==> src/rtl/mwin_pkg.sv <==
package mwin_pkg;
  typedef enum logic [1:0] {
    CMD_OTHER   = 2'b00,
    CMD_MWR     = 2'b01,
    CMD_MRD     = 2'b10,
    CMD_MRD_BLK = 2'b11
  } cmdClass_e;

  localparam int NUM_REGS = 7;
  localparam int SEL_W    = 3;

  localparam int REG_PF_BASE_LO = 0;
  localparam int REG_PF_BASE_HI = 1;
  localparam int REG_PF_LIM_LO  = 2;
  localparam int REG_PF_LIM_HI  = 3;
  localparam int REG_IO_BASE    = 4;
  localparam int REG_IO_LIM     = 5;
  localparam int REG_CTRL       = 6;

  typedef struct packed {
    logic [NUM_REGS-1:0] load;
    logic                sample;
  } ctlStrobe_t;
endpackage

==> src/rtl/mwin_range.sv <==
module mwin_range #(
  parameter int W = 44
) (
  input  logic [W-1:0] lo,
  input  logic [W-1:0] hi,
  input  logic [W-1:0] a,
  output logic         hit
);
  assign hit = (a >= lo) && (a <= hi);

  always_comb begin
    if (hit) begin

      range_order_chk: assert (lo <= hi);
    end
  end
endmodule

==> src/rtl/mwin_ctrl.sv <==
module mwin_ctrl
  import mwin_pkg::*;
(
  input  logic             clk,
  input  logic             rst_n,
  input  logic             wrEn,
  input  logic [SEL_W-1:0] wrSel,
  input  logic             addrValid,
  output ctlStrobe_t       strobe,
  output logic             decValid
);
  for (genvar i = 0; i < NUM_REGS; i++) begin : g_load
    assign strobe.load[i] = wrEn && (wrSel == SEL_W'(i));
  end
  assign strobe.sample = addrValid;

  always_ff @(posedge clk) begin
    if (!rst_n) decValid <= 1'b0;
    else        decValid <= addrValid;
  end

  always_comb begin
    load_onehot_chk: assert ($onehot0(strobe.load));
  end


  valid_follow_chk: assert property (@(posedge clk) disable iff (!rst_n)
    addrValid |=> decValid);


  valid_pulse_chk: assert property (@(posedge clk) disable iff (!rst_n)
    !addrValid |=> !decValid);
endmodule

==> src/rtl/mwin_dpath.sv <==
module mwin_dpath
  import mwin_pkg::*;
#(
  parameter int DATA_W    = 32,
  parameter int GRAN_BITS = 20,
  localparam int ADDR_W   = 2 * DATA_W,
  localparam int LO_W     = DATA_W - GRAN_BITS,
  localparam int CMP_W    = ADDR_W - GRAN_BITS
) (
  input  logic              clk,
  input  logic              rst_n,
  input  ctlStrobe_t        strobe,
  input  logic [DATA_W-1:0] wrData,
  input  logic [ADDR_W-1:0] addr,
  input  logic              dualCycle,
  input  logic [1:0]        cmdClass,
  input  logic              fromDown,
  output logic              claim,
  output logic              fwdUp,
  output logic              prefetchOk
);
  localparam logic [ADDR_W-1:0] VGA_LO = ADDR_W'(20'hA0000);
  localparam logic [ADDR_W-1:0] VGA_HI = ADDR_W'(20'hBFFFF);

  logic [DATA_W-1:0] pfBaseHi, pfLimHi;
  logic [LO_W-1:0]   pfBaseLo, pfLimLo, ioBase, ioLim;
  logic              vgaEn;

  always_ff @(posedge clk) begin
    if (!rst_n) begin
      pfBaseHi <= '1;
      pfBaseLo <= '1;
      pfLimHi  <= '0;
      pfLimLo  <= '0;
      ioBase   <= '1;
      ioLim    <= '0;
      vgaEn    <= 1'b0;
    end else begin
      if (strobe.load[REG_PF_BASE_LO]) pfBaseLo <= wrData[DATA_W-1:GRAN_BITS];
      if (strobe.load[REG_PF_BASE_HI]) pfBaseHi <= wrData;
      if (strobe.load[REG_PF_LIM_LO])  pfLimLo  <= wrData[DATA_W-1:GRAN_BITS];
      if (strobe.load[REG_PF_LIM_HI])  pfLimHi  <= wrData;
      if (strobe.load[REG_IO_BASE])    ioBase   <= wrData[DATA_W-1:GRAN_BITS];
      if (strobe.load[REG_IO_LIM])     ioLim    <= wrData[DATA_W-1:GRAN_BITS];
      if (strobe.load[REG_CTRL])       vgaEn    <= wrData[0];
    end
  end

  logic [ADDR_W-1:0] effAddr;
  logic [CMP_W-1:0]  cmpAddr;
  assign effAddr = dualCycle ? addr : {{DATA_W{1'b0}}, addr[DATA_W-1:0]};
  assign cmpAddr = effAddr[ADDR_W-1:GRAN_BITS];

  logic [CMP_W-1:0] winLo [2];
  logic [CMP_W-1:0] winHi [2];
  logic [1:0]       winHit;
  assign winLo[0] = {pfBaseHi, pfBaseLo};
  assign winHi[0] = {pfLimHi, pfLimLo};
  assign winLo[1] = {{DATA_W{1'b0}}, ioBase};
  assign winHi[1] = {{DATA_W{1'b0}}, ioLim};

  for (genvar w = 0; w < 2; w++) begin : g_win
    mwin_range #(.W(CMP_W)) range_i (
      .lo (winLo[w]),
      .hi (winHi[w]),
      .a  (cmpAddr),
      .hit(winHit[w])
    );
  end

  logic pfHit, ioHit, vgaHit, anyHit, isMem, isRead;
  cmdClass_e cmd;
  assign cmd    = cmdClass_e'(cmdClass);
  assign pfHit  = winHit[0];
  assign ioHit  = winHit[1];
  assign vgaHit = vgaEn && (effAddr >= VGA_LO) && (effAddr <= VGA_HI);
  assign anyHit = pfHit || ioHit || vgaHit;
  assign isMem  = (cmd != CMD_OTHER);
  assign isRead = (cmd == CMD_MRD) || (cmd == CMD_MRD_BLK);

  logic nxtClaim, nxtUp, nxtPf;
  always_comb begin
    nxtClaim = 1'b0;
    nxtUp    = 1'b0;
    nxtPf    = 1'b0;
    if (isMem) begin
      if (fromDown) begin
        nxtClaim = !anyHit;
        nxtUp    = !anyHit;
      end else begin
        nxtClaim = anyHit;
        nxtPf    = pfHit && isRead;
      end
    end
  end

  always_ff @(posedge clk) begin
    if (!rst_n || !strobe.sample) begin
      claim      <= 1'b0;
      fwdUp      <= 1'b0;
      prefetchOk <= 1'b0;
    end else begin
      claim      <= nxtClaim;
      fwdUp      <= nxtUp;
      prefetchOk <= nxtPf;
    end
  end

  always_comb begin
    if (pfHit && !dualCycle) begin

      single_upper_zero_chk: assert (pfBaseHi == '0);
    end
  end


  down_pf_ignore_chk: assert property (@(posedge clk) disable iff (!rst_n)
    (strobe.sample && fromDown && pfHit) |=> !claim);


  prefetch_dir_chk: assert property (@(posedge clk) disable iff (!rst_n)
    prefetchOk |-> (claim && !fwdUp));


  non_mem_chk: assert property (@(posedge clk) disable iff (!rst_n)
    (strobe.sample && cmd == CMD_OTHER) |=> !claim);


  io_down_chk: assert property (@(posedge clk) disable iff (!rst_n)
    (strobe.sample && isMem && !fromDown && ioHit && !pfHit) |=>
      (claim && !fwdUp && !prefetchOk));
endmodule

==> src/rtl/mwin_fwd_decode.sv <==
module mwin_fwd_decode
  import mwin_pkg::*;
#(
  parameter int DATA_W    = 32,
  parameter int GRAN_BITS = 20,
  localparam int ADDR_W   = 2 * DATA_W
) (
  input  logic              clk,
  input  logic              rst_n,
  input  logic              wrEn,
  input  logic [2:0]        wrSel,
  input  logic [DATA_W-1:0] wrData,
  input  logic              addrValid,
  input  logic [ADDR_W-1:0] addr,
  input  logic              dualCycle,
  input  logic [1:0]        cmdClass,
  input  logic              fromDown,
  output logic              decValid,
  output logic              claim,
  output logic              fwdUp,
  output logic              prefetchOk
);
  ctlStrobe_t strobe;

  mwin_ctrl ctrl_i (
    .clk      (clk),
    .rst_n    (rst_n),
    .wrEn     (wrEn),
    .wrSel    (wrSel),
    .addrValid(addrValid),
    .strobe   (strobe),
    .decValid (decValid)
  );

  mwin_dpath #(.DATA_W(DATA_W), .GRAN_BITS(GRAN_BITS)) dpath_i (
    .clk       (clk),
    .rst_n     (rst_n),
    .strobe    (strobe),
    .wrData    (wrData),
    .addr      (addr),
    .dualCycle (dualCycle),
    .cmdClass  (cmdClass),
    .fromDown  (fromDown),
    .claim     (claim),
    .fwdUp     (fwdUp),
    .prefetchOk(prefetchOk)
  );


  out_gated_chk: assert property (@(posedge clk) disable iff (!rst_n)
    (claim || fwdUp || prefetchOk) |-> decValid);


  up_implies_claim_chk: assert property (@(posedge clk) disable iff (!rst_n)
    fwdUp |-> claim);
endmodule

==> config.mk <==
export PLATFORM = sky130hd
export DESIGN_NAME = mwin_fwd_decode
export DESIGN_NICKNAME = d
export VERILOG_FILES = /design/src/rtl/mwin_pkg.sv /design/src/rtl/mwin_range.sv /design/src/rtl/mwin_ctrl.sv /design/src/rtl/mwin_dpath.sv /design/src/rtl/mwin_fwd_decode.sv
export SDC_FILE = /design/constraint.sdc
export NUM_CORES = 1
export LEC_CHECK = 0
export ABC_AREA = 1
export BUFFER_PORTS_ARGS = -buffer_cell sky130_fd_sc_hd__buf_2
export CELL_PAD_IN_SITES_DETAIL_PLACEMENT = 0
export CELL_PAD_IN_SITES_GLOBAL_PLACEMENT = 1
export CORE_MARGIN = 2
export CORE_UTILIZATION = 38
export DETAILED_ROUTE_END_ITERATION = 8
export HOLD_SLACK_MARGIN = 0.12
export PLACE_DENSITY = 0.76
export SYNTH_ARGS = -nofsm -noshare
export SYNTH_HDL_FRONTEND = slang
export SYNTH_SLANG_ARGS = --single-unit
==> constraint.sdc <==
create_clock -name clk -period 1.85 [get_ports clk]
set_input_delay 0.185 -clock clk [delete_from_list [all_inputs] [get_ports clk]]
set_output_delay 0.185 -clock clk [all_outputs]
set_load 0.01 [all_outputs]
======== Word-level counts from Yosys, hierarchy flattened ========
Cells that the tools add are included.
storage, ports and cells
  register bits ........................... 117
  input bits .............................. 107
  word-level logic and storage cells ...... 53
operators by class
  magnitude comparators ................... 6
  equal/unequal tests ..................... 8
  multiplexer cells ....................... 2
  bitwise logic cells ..................... 2
  reductions and logical operators ........ 24
operators with widths
  cell                  count
  $ge 64x20->1 const B  1
  $le 64x20->1 const B  1
  $mux 64               1
  $ge 44x12->1          1
  $ge 44x44->1          1
  $le 44x12->1          1
  $le 44x44->1          1
  $logic_and 1x1->1     12
  $eq 3x3->1 const B    3
  $eq 3x2->1 const B    2
  $reduce_or 3->1       2
  $eq 2x2->1 const B    2
  $logic_or 1x1->1      4
  $eq 3x1->1 const B    1
  $logic_not 1->1       3
  $logic_not 3->1       1
  $not 1->1             2
  $reduce_bool 2->1     1
  $reduce_or 2->1       1
  $mux 1                1

======== Longest topological paths before layout ========
  depth in word-level cells ............... 7
  mapped depth ............................ 19
  mapped depth without buffers ............ 18

======== Hierarchy ========
Synthesis repeated with hierarchy kept, for this count alone.
second synthesis, totals
  cell total of the unflattened synthesis .. 1476
  area, all modules ....................... 9510.4 um2
modules (own cells, without submodules)
  module                                 times used  cells each  area an instance (um2)  seq. area each (um2)
  mwin_dpath                             1           623         4446.8                  2322.2
  mwin_range (dpath_i.g_win[1].range_i)  1           416         2492.4                  0.0
  mwin_range (dpath_i.g_win[0].range_i)  1           417         2473.6                  0.0
  mwin_ctrl                              1           20          97.6                    20.0

======== Worst setup path after synthesis ========
No wires, ideal clock.
  kind .................................... input to register
  start ................................... input dualCycle
  end ..................................... register dpath_i.claim
  data arrival time ....................... 1.661 ns
  required time ........................... 1.737 ns
  slack ................................... 0.076 ns
  stages on the path ...................... 17
  buffers on the path ..................... 1
  cell sequence ........................... buf_4 nand2_1 inv_1 ha_1 nand2_1 inv_1 nand2_1 nor3_1 inv_1 nor2_1 nand2_1 nand3_1 nand2_1 nand2_1 nand2_1 nand2_1 nand2_1
between the ends
  word-level cells in the longest chain between the ends .. 7
RTL lines
  element                                                       line                                RTL
  start, declared                                               mwin_fwd_decode.sv:15               input logic dualCycle,
  $mux 64 *                                                     mwin_dpath.sv:51                    assign effAddr = dualCycle ? addr : {{DATA_W{1'b0}}, addr[DATA_W-1:0]};
  $ge 64x20->1, or another cell as far along                    mwin_dpath.sv:76                    assign vgaHit = vgaEn && (effAddr >= VGA_LO) && (effAddr <= VGA_HI);
  $logic_and 1x1->1, on equally long branches                   mwin_dpath.sv:76, mwin_range.sv:9
  $logic_and 1x1->1 / $logic_or 1x1->1 (equally long branches)  mwin_dpath.sv:76, mwin_dpath.sv:77
  $logic_or 1x1->1 *                                            mwin_dpath.sv:77                    assign anyHit = pfHit || ioHit || vgaHit;
  $logic_not 1->1                                               mwin_dpath.sv:88                    nxtClaim = !anyHit;
  $mux 1 *                                                      mwin_dpath.sv:87                    if (fromDown) begin
  end signal, assigned                                          mwin_dpath.sv:103                   claim <= nxtClaim;
  end, declared                                                 mwin_dpath.sv:18                    output logic claim,
Mark *: on every way between the ends. The rest lies on a longest branch, timed or not.
A chain may end at the register's enable or synchronous reset.

======== Worst setup path after layout ========
  start ................................... register dpath_i.pfLimHi[6]
  end ..................................... register dpath_i.prefetchOk
between the ends
  word-level cells in the longest chain between the ends .. 3
RTL lines
  element                 line               RTL
  start, declared         mwin_dpath.sv:25   logic [DATA_W-1:0] pfBaseHi, pfLimHi;
  start signal, assigned  mwin_dpath.sv:42   if (strobe.load[REG_PF_LIM_HI]) pfLimHi <= wrData;
  $le 44x44->1            mwin_range.sv:9    assign hit = (a >= lo) && (a <= hi);
  $logic_and 1x1->1       mwin_range.sv:9
  $logic_and 1x1->1       mwin_dpath.sv:92   nxtPf = pfHit && isRead;
  end signal, assigned    mwin_dpath.sv:105  prefetchOk <= nxtPf;
  end, declared           mwin_dpath.sv:20   output logic prefetchOk
No other way between the ends.

==> out/metrics.csv <==
metric;value;unit
outcome;finished, final reports clean;
mean post-synth cell area;7.10;sq um
power density over the cells;748;mW/mm^2
Ports;111;
CP delay by family, top;simple AND/OR/NAND/NOR gates;
All-Layer GR Usage;20.5;%
worst-path maximum fanout;3;
number of max-cap violations;0;
placed insts;1395;
Switch Pwr;1.95;mW
Num CTS Buffers;17;
Setup crit end kind;register;
Rows;50;
#FFs+latches synth;117;
register area;0.00235;sq mm
port buffer count;93;
CTS tree;done;
clk sinks;117;
Comb pwr share;16.3;%
fmax;551;MHz
YS warnings;0;
min Tclk post-route;1.81;ns
VDD IR max;0.000669;V
post-placement setup slack;-0.392;ns
area added between synthesis and finish;37.9;%
area share of the leading cell type in the synthesized netlist;32.0;%
Slowest cell on crit path;dfxtp_2;
worst-case reg-to-reg path depth;17;
switching share of power;25.9;%
Clock Tree Root;clkbuf_16;
clock share of power;48.7;%
Hold Path End;dpath_i.ioBase[5];
worst hold path type;in2reg;
worst hold slack;0.134;ns
Clock transition at path regs;0.06;ns
antenna violations before repair;0;
Post-DRT Antenna Nets;0;
Layout Utilization;53.7;%
R2R Path End;dpath_i.prefetchOk;
launch point of the worst hold path;wrData[25];
aggregate negative setup slack;0;ns
DP Area;0.00855;sq mm
global-route wire length before repair;32700;um
Final Power;7.54;mW
fin crit share;98.1;%
startpoint types;register;
DR pass1 iterations;6;
Yosys top cell by area;dfxtp_1;
CTS max path bufs;2;
Nets;1436;
largest cells by area after synthesis;dfxtp_1, ha_1, nand2_1;
Post-DP HPWL;14600;um
slack of the critical path;0.0358;ns
GP Congestion;0.851;
# diodes;0;
share of layout cells above drive strength 1;25.3;%
CP cell instances;inv_2 -> ha_4 -> nand2_2 -> inv_2 -> buf_4 -> nand2_2 -> nand2_2 -> nand2_1 -> nand2_1 -> nor2_2 -> nand2_1 -> nand2_1 -> nand3_2 -> nand2_2 -> nand2_4 -> buf_6 -> nor2_1;
initial drt markers;288;
Final Hold Fails;0;
Slew @ Worst Pin;0.651;ns
LEAKAGE;5.06;nW
Die Y;143;um
Clk Latency, worst-skew pair;0.42;ns
H-tree lvl count;4;
setup slack, reg-to-reg;0.04;ns
drt wl/cell;13.9;um
syn_nets;1246;
vias in the first global route;6612;
CP Data Required Time;2.21;ns
sequential cell area fraction in the yosys report;32.0;%
non-filler instance count after layout;1466;
critical path type;reg2reg;
Design Area, Final;0.0101;sq mm
reg2reg start;dpath_i.pfLimHi[6];
Relative slew margins;56.6;%
Die W;143;um
final setup fails;0;
total number of vias;6962;
buffers plus inverters on the worst setup path;4;
Core Area;0.0188;sq mm
fillcell total;1830;
Syn Std Cell Area;0.00731;sq mm
post-synthesis cell count;1029;
grt total ovfl;0;
DRC violations left;0;
WHS Path Cells;3;
internal power;5.59;mW
Multi-input gate area;0.00459;sq mm
fin. max-slew vios;0;
initial core utilization;38.9;%
RSZ-0062 raised after global routing;yes;
WP data arrival;2.18;ns
die area;0.0204;sq mm
CP peak stage delay;0.31;ns
Setup Skew;0.00561;ns
Seq pwr share;35.0;%
total wire length;20400;um
synth unique cells;29;
largest net degree at the start of global routing;69;
vias per cell;4.75;
==> layer usage <==
metal	up-vias	routed length, um	part of all wire [%]	global-route usage [%]
li1	3721	-	-	-
met1	3115	9500	47	25.6
met2	107	9910	49	35.6
met3	19	688	3.4	4.16
met4	0	303	1.5	6.41
met5	-	0	0	0
==> power by group through the flow <==
stage          combinational (mW)  sequential (mW)  clock [mW]
3_3_place_gp                 1.03             2.68           0
3_5_place_dp                 1.04             2.69           0
6_report                     1.23             2.64        3.67
2_1_floorplan               0.603             2.68           0
4_1_cts                      1.13             2.63        3.74
5_1_grt                      1.39             2.64        3.86
==> cell families (layout without fill, tap and decap cells) <==
logic type	count (synthesis)	in the layout	synth area share [%]
AOI/OAI and AO/OA	236	236	18.6
adders and majority gates	110	110	18.8
buffers and inverters	226	429	11.9
DFF	117	117	32.0
and+or+nand+nor	340	340	18.7
==> layout by cell type (no fill, tap or decap), types with 17 or more instances in the layout <==
master,synthesis,layout
o21ai_0,70,68
inv_2,5,21
dfxtp_1,117,108
nand3_1,28,23
nor2_1,65,51
ha_4,0,24
buf_4,1,72
nand2_2,3,21
inv_1,186,169
buf_2,1,91
clkbuf_16,0,17
o211ai_1,54,54
nand2_1,228,209
ha_1,110,86
dlygate4sd3_1,0,36
a21oi_1,97,89
==> worst max path at each step <==
stage	from	end	slack, ns	depth (start not counted)
after floorplan	dualCycle	dpath_i.claim	0.08	17
after global placement	dualCycle	dpath_i.claim	-0.33	18
after detailed placement	dualCycle	dpath_i.claim	-0.39	18
after CTS	dpath_i.pfLimHi[23]	dpath_i.claim	0.0004	15
after global routing	dpath_i.pfLimHi[6]	dpath_i.prefetchOk	-0.09	17
final	dpath_i.pfLimHi[6]	dpath_i.prefetchOk	0.04	17
==> worst min-delay path: cells and delay by family <==
kind            cells  cell delay [ns]
buf+inv             1             0.19
simple gates        1             0.07
compound gates      1             0.07
==> cell usage after synthesis, drive strengths merged <==
cell      n
nor2     66
ha      110
nor4      3
a21o      2
o311a     1
dfxtp   117
o211ai   54
nand2   231
nand3b    1
o21bai    4
buf       4
o21ai    70
inv     191
a21boi    1
o21a      6
and2      2
and3      1
nor3      4
a21oi    98
clkbuf   31
nand4     4
nand3    28
==> final cells by class <==
cell class | instances | area share, %
Clock buffer | 20 | 4.43
Clock inverter | 12 | 2.00
Inverter | 191 | 7.14
Multi-Input combinational cell | 686 | 45.6
Sequential cell | 117 | 23.3
Tap cell | 234 | 2.90
Timing Repair Buffer | 206 | 14.6
==> sequential cells by signal, summed over array words and instances, names as in the netlist <==
register,flops
ctrl_i.decValid,1
dpath_i.claim,1
dpath_i.fwdUp,1
dpath_i.ioBase,12
dpath_i.ioLim,12
dpath_i.pfBaseHi,32
dpath_i.pfBaseLo,12
dpath_i.pfLimHi,32
dpath_i.pfLimLo,12
dpath_i.prefetchOk,1
dpath_i.vgaEn,1
==> what timing repair did <==
item	CTS	global route
buffers inserted	0	3
gates resized for setup	18	91
hold buffers	36	0
hold endpoints to repair	69	0
endpoints found under the setup margin	3	3
pin swaps	14	48
(Power assumes the default switching activity.)
